`config.mk`:
```
export PLATFORM = sky130hd
export DESIGN_NAME = vga_fwd_filter
export DESIGN_NICKNAME = d
export VERILOG_FILES = /design/src/rtl/vga_filt_pkg.sv /design/src/rtl/vga_cfg_stage.sv /design/src/rtl/vga_addr_decode.sv /design/src/rtl/vga_fwd_policy.sv /design/src/rtl/vga_fwd_filter.sv
export SDC_FILE = /design/constraint.sdc
export NUM_CORES = 1
export LEC_CHECK = 0
export BUFFER_PORTS_ARGS = -buffer_cell sky130_fd_sc_hd__buf_2
export CAP_MARGIN = 30
export CELL_PAD_IN_SITES_DETAIL_PLACEMENT = 2
export CELL_PAD_IN_SITES_GLOBAL_PLACEMENT = 2
export CORE_MARGIN = 2
export CORE_UTILIZATION = 15
export CTS_CLUSTER_SIZE = 40
export DETAILED_ROUTE_END_ITERATION = 12
export PLACE_DENSITY = 0.76
export SYNTH_ARGS = -nofsm -noshare
export SYNTH_HDL_FRONTEND = slang
export SYNTH_SLANG_ARGS = --single-unit
```
`constraint.sdc`:
```
create_clock -name clk -period 1.78 [get_ports clk]
set_input_delay 0.534 -clock clk [delete_from_list [all_inputs] [get_ports clk]]
set_output_delay 0.534 -clock clk [all_outputs]
set_load 0.01 [all_outputs]
```
`src/rtl/vga_filt_pkg.sv`:
```
package vga_filt_pkg;

    localparam int ADDR_W        = 32;
    localparam int IO_ALIAS_BITS = 10;
    localparam int IO_SPACE_BITS = 16;
    localparam int N_PORT_RANGES = 2;

    localparam logic [ADDR_W-1:0] FB_FIRST = 32'h000A_0000;
    localparam logic [ADDR_W-1:0] FB_LAST  = 32'h000B_FFFF;

    localparam logic [ADDR_W-1:0] PORT_LO [N_PORT_RANGES] = '{32'h0000_03B0, 32'h0000_03C0};
    localparam logic [ADDR_W-1:0] PORT_HI [N_PORT_RANGES] = '{32'h0000_03BB, 32'h0000_03DF};

    typedef enum logic [1:0] {
        RSN_NONE   = 2'b00,
        RSN_FWD    = 2'b01,
        RSN_FB_BLK = 2'b10,
        RSN_IO_BLK = 2'b11
    } reason_e;

    typedef enum logic [0:0] {
        S_IDLE = 1'b0,
        S_HOLD = 1'b1
    } fsm_e;

    typedef struct packed {
        logic vga_en;
        logic mem_fwd_en;
        logic master_en;
    } vga_cfg_t;

endpackage

```
`src/rtl/vga_cfg_stage.sv`:
```
module vga_cfg_stage
    import vga_filt_pkg::*;
(
    input  logic     clk,
    input  logic     rst_n,
    input  vga_cfg_t cfg_in,
    output vga_cfg_t cfg_q
);

    always_ff @(posedge clk or negedge rst_n) begin
        if (!rst_n) begin
            cfg_q <= '0;
        end else begin
            cfg_q <= cfg_in;
        end
    end

endmodule

```
`src/rtl/vga_addr_decode.sv`:
```
module vga_addr_decode
    import vga_filt_pkg::*;
#(
    parameter int AW         = ADDR_W,
    parameter int ALIAS_BITS = IO_ALIAS_BITS,
    parameter int SPACE_BITS = IO_SPACE_BITS,
    parameter int N_RANGES   = N_PORT_RANGES
) (
    input  logic [AW-1:0] addr,
    input  logic          is_io,
    output logic          fb_hit,
    output logic          port_hit
);

    // Keep the low alias field and everything above the I/O space; the
    // bits between them repeat the ports every 1 KB and are cleared.
    localparam logic [AW-1:0] SPACE_MASK = AW'((64'd1 << SPACE_BITS) - 64'd1);
    localparam logic [AW-1:0] ALIAS_MASK = AW'((64'd1 << ALIAS_BITS) - 64'd1);
    localparam logic [AW-1:0] KEEP_MASK  = ~(SPACE_MASK & ~ALIAS_MASK);

    logic [AW-1:0]       io_view;
    logic [N_RANGES-1:0] range_hit;

    assign io_view = addr & KEEP_MASK;

    // A nonzero upper field pushes io_view above every port range.
    for (genvar g = 0; g < N_RANGES; g++) begin : g_port_range
        assign range_hit[g] = (io_view >= PORT_LO[g]) && (io_view <= PORT_HI[g]);
    end

    always_comb begin
        fb_hit   = !is_io && (addr >= FB_FIRST) && (addr <= FB_LAST);
        port_hit = is_io && (|range_hit);
    end

endmodule

```
`src/rtl/vga_fwd_policy.sv`:
```
module vga_fwd_policy
    import vga_filt_pkg::*;
(
    input  logic     fb_hit,
    input  logic     port_hit,
    input  logic     upstream,
    input  vga_cfg_t cfg,
    output logic     forward,
    output reason_e  reason
);

    always_comb begin
        reason = RSN_NONE;
        if (fb_hit) begin
            if (upstream) begin
                reason = (cfg.mem_fwd_en && cfg.master_en) ? RSN_FWD : RSN_FB_BLK;
            end else begin
                reason = cfg.vga_en ? RSN_FWD : RSN_FB_BLK;
            end
        end else if (port_hit) begin
            if (upstream) begin
                reason = RSN_IO_BLK;
            end else begin
                reason = cfg.vga_en ? RSN_FWD : RSN_IO_BLK;
            end
        end
        forward = (reason == RSN_FWD);
    end

endmodule

```
`src/rtl/vga_fwd_filter.sv`:
```
module vga_fwd_filter
    import vga_filt_pkg::*;
(
    input  logic              clk,
    input  logic              rst_n,
    input  logic              cfg_vga_en,
    input  logic              cfg_mem_fwd_en,
    input  logic              cfg_master_en,
    input  logic              req_valid,
    output logic              req_ready,
    input  logic [ADDR_W-1:0] req_addr,
    input  logic              req_is_io,
    input  logic              req_upstream,
    output logic              dec_valid,
    input  logic              dec_ready,
    output logic              dec_forward,
    output logic [1:0]        dec_reason
);

    fsm_e     state, state_nx;
    vga_cfg_t cfg_in, cfg_q;
    logic     fb_hit, port_hit, pol_forward;
    reason_e  pol_reason;
    logic     take;

    assign cfg_in = '{vga_en: cfg_vga_en, mem_fwd_en: cfg_mem_fwd_en, master_en: cfg_master_en};

    vga_cfg_stage u_cfg (
        .clk    (clk),
        .rst_n  (rst_n),
        .cfg_in (cfg_in),
        .cfg_q  (cfg_q)
    );

    vga_addr_decode u_dec (
        .addr     (req_addr),
        .is_io    (req_is_io),
        .fb_hit   (fb_hit),
        .port_hit (port_hit)
    );

    vga_fwd_policy u_pol (
        .fb_hit   (fb_hit),
        .port_hit (port_hit),
        .upstream (req_upstream),
        .cfg      (cfg_q),
        .forward  (pol_forward),
        .reason   (pol_reason)
    );

    // State register
    always_ff @(posedge clk or negedge rst_n) begin
        if (!rst_n) begin
            state <= S_IDLE;
        end else begin
            state <= state_nx;
        end
    end

    always_comb begin
        state_nx = state;
        unique case (state)
            S_IDLE: if (req_valid) state_nx = S_HOLD;
            S_HOLD: if (dec_ready) state_nx = S_IDLE;
            default: state_nx = S_IDLE;
        endcase
    end

    assign req_ready = (state == S_IDLE);
    assign dec_valid = (state == S_HOLD);
    assign take      = req_valid && req_ready;

    // Decision register
    always_ff @(posedge clk or negedge rst_n) begin
        if (!rst_n) begin
            dec_forward <= 1'b0;
            dec_reason  <= RSN_NONE;
        end else if (take) begin
            dec_forward <= pol_forward;
            dec_reason  <= pol_reason;
        end
    end

    a_r9_latency: assert property (@(posedge clk) disable iff (!rst_n)
        take |=> dec_valid);

    a_r9_hold_steady: assert property (@(posedge clk) disable iff (!rst_n)
        (dec_valid && !dec_ready) |=> (dec_valid && $stable(dec_forward) && $stable(dec_reason)));

    a_r5_port_up_blocked: assert property (@(posedge clk) disable iff (!rst_n)
        (take && port_hit && req_upstream) |=> (!dec_forward && dec_reason == RSN_IO_BLK));

    a_r4_upper_nonzero: assert property (@(posedge clk) disable iff (!rst_n)
        (take && req_is_io && (req_addr[ADDR_W-1:IO_SPACE_BITS] != '0)) |=> (dec_reason == RSN_NONE));

    a_r11_forward_code: assert property (@(posedge clk) disable iff (!rst_n)
        dec_valid |-> (dec_forward == (dec_reason == RSN_FWD)));

    a_r8_no_hit: assert property (@(posedge clk) disable iff (!rst_n)
        (take && !fb_hit && !port_hit) |=> (!dec_forward && dec_reason == RSN_NONE));

endmodule

```
==> flow_metrics.tcl <==
set metrics [dict create \
    status "complete, no violations" \
    worst-slew-pin-transition_ns 0.244 \
    globalplace.congestion 0.681 \
    maxCapViolCount 0 \
    cp_max_fo 3 \
    critical_path_required_ns 1.94 \
    clkSinkCount 7 \
    clock_power_share_pct 36.0 \
    critical_path.startpoint "req_addr[22]" \
    dr.first_iter.drc_count 0 \
    remaining_drc_errors 0 \
    detailedRoute.firstPassIterationCount 1 \
    worst_setup_path_class "input pin to flop" \
    row_count 18 \
    worst_skew_pair.late_latency_ns 0.24 \
    met1_length_um 432 \
    floorplan.die.height_um 55.4 \
    worstPathArrival_ns 1.84 \
    floorplan.die.width_um 55.4 \
    wl_met2_um 760 \
    antenna_fix_cells 0 \
    cts_setup_buffers 0 \
    cts-root-to-sink-buffers 2 \
    synth_commonest_cells "dfrtp_1 (7), nand2_1 (7), nand3_1 (3)" \
    timing_max_transition_violations_final 0 \
    synth_enable_flop_cells 0 \
    floorplan.initialDensity_pct 15.9 \
    cts_made_buffers 3 \
    syn-mean-instance-area_um2 11.3 \
    worst_setup_hold_path_clk_slew_ns 0.05 \
    num_io_pins 46 \
    fin_worst_skew_ns 0.00225 \
    yosysSeqAreaShare_pct 44.2 \
    antenna_found_initial 0 \
    synth.yosys.warnings 0 \
    final_net_count 121 \
    postSynth.topFlopCell "dfrtp_1" \
    yosysTopAreaCellShare_pct 44.2 \
    post_route_cells_drive_above_1_share_pct 63.3 \
    postCtsResizedCells 0 \
    finalPower_uw 383 \
    portion_of_total_power_attributed_to_sequential_cells_pct 44.3 \
    finalCriticalPeriod_ns 1.68 \
    dr_total_vias 453 \
    min_period_over_period_pct 94.5 \
    wl_met3_um 78 \
    cts_root_buffer "clkbuf_4" \
    finalSetupViolCount 0 \
    async_reset_ff_share_pct 100 \
    grt_util_all_layers_pct 8.89 \
    intPower_uw 292 \
    cts_hold_buffers 0 \
    post_synth_num_cell_types 17 \
    synth_area_um2 397 \
    max_freq_ghz 0.594 \
    yosys_register_bits 7 \
    leak_pwr_uw 0.000352 \
    post_drt_wl_per_cell_um 11.7 \
    worst_setup_path_start_kind "input pin" \
    vdd_drop_max_mv 0.333 \
    synthTopCellsByArea "dfrtp_1 (44%), nor4_4 (11%), nand2_1 (6.6%)" \
    hold_violations 0 \
    first_global_vias 548 \
    portBuffers 37 \
    postRouteAntennaNets 0 \
    dr.max_layer_used "met3" \
    worst_r2r_startpoint "dec_valid" \
    grt_overflow 0 \
    core_region_area_um2 2500 \
    relSlewSlack_pct 83.6 \
    rsz0062_at_grt "no" \
    stdcell_count 109 \
    via_per_inst 4.16 \
    power_switching_share_pct 23.9 \
    p_switching_uw 91.4 \
    placedCellCount 105 \
    setup_tns_ns 0 \
    postSynthCellCount 35 \
    postSynthNetCount 76 \
    floorplan.die_area_um2 3070 \
    share_comb_of_total_power_pct 19.8 \
    syn2layout_area_growth_pct 68.5 \
    cts_tree "done" \
    finalWirelength_um 1270 \
    power_density_nw_per_um2 573 \
    synth.largest_area_cell "dfrtp_1" \
    critPathCaptureType "flop" \
    grt_max_degree 8 \
    grt_pass1_wl_um 2170 \
    hold_class "input pin to asynchronous set/reset pin" \
    htree_depth 1 \
]
worst max-delay path, stage by stage:
cell      delay [ns]
buf_2           0.10
or4_4           0.55
nor4_4          0.29
o211ai_2        0.16
o221ai_2        0.21
kinds of logic after synthesis:
logic type             after synthesis  synth area share (%)
and+or+nand+nor                     22                  42.3
DFF                                  7                  44.2
AOI/OAI and AO/OA                    5                  12.6
buffers and inverters                1                 0.945
flip-flops by register name, indices dropped and copies added (netlist names):
| register | cells |
|---|---|
| dec_reason | 2 |
| dec_forward | 1 |
| u_cfg.cfg_q | 3 |
| dec_valid | 1 |
stage by stage:
| step | utilization [%] | hold WS (ns) | area [um2] | worst slack, ns |
|---|---|---|---|---|
| final | 26.7 | 0.111 | 668 | 0.0974 |
| after global routing | 26.7 | 0.101 | 668 | 0.0311 |
| after CTS | 26.7 | 0.102 | 668 | 0.0815 |
| after detailed placement | 25.7 | 0.373 | 642 | -0.169 |
| after global placement | 25.7 | 0.369 | 642 | -0.162 |
| after floorplan | - | 0.238 | 397 | 0.0174 |
metal layers:
metal / vias to the layer above / track usage (%)
li1: 220 / -
met4: 0 / 5.23
met1: 217 / 8.14
met2: 16 / 17.3
met3: 0 / 2.11
met5: - / 0
layout by cell type, fill, tap and decap left out, drive strengths merged:
| cell type | synthesis | routed |
|---|---|---|
| a21oi | 1 | 1 |
| buf | 0 | 40 |
| clkbuf | 0 | 4 |
| dfrtp | 7 | 7 |
| inv | 1 | 1 |
| nand2 | 7 | 7 |
| nand2b | 1 | 1 |
| nand3 | 3 | 3 |
| nand3b | 2 | 2 |
| nor2b | 2 | 2 |
| nor4 | 3 | 3 |
| o211ai | 2 | 2 |
| o21ai | 1 | 1 |
| o221ai | 1 | 1 |
| or4 | 2 | 2 |
| or4b | 1 | 1 |
| or4bb | 1 | 1 |
layout make-up:
type | instances | area [um2]
sequential | 7 | 175
tap | 30 | 37.5
fill | 291 | 1830
multi-input combinational | 27 | 218
inverter | 1 | 3.75
clock buffer | 4 | 26.3
timing repair buffer | 40 | 208
worst paths after layout:
check	endpoint	slack (ns)	cells past startpoint
worst max-delay path	dec_reason[1]	0.1	5
worst min-delay path	u_cfg.cfg_q[2]	0.11	1
worst max register to register	dec_reason[1]	0.16	4
worst min register to register	dec_forward	0.50	2
max in group asynchronous	dec_valid	1.52	1
min in group clk	u_cfg.cfg_q[0]	0.40	1
power by group through the flow:
stage | Sequential (uW) | Clock [uW] | Combinational (uW)
after global placement | 172 | 0 | 73.3
after floorplan | 174 | 0 | 22.2
after detailed placement | 172 | 0 | 77.5
final | 170 | 138 | 75.7
after CTS | 170 | 148 | 78.0
after global routing | 170 | 157 | 85.4
No activity file was read; power rests on OpenSTA's default activity.
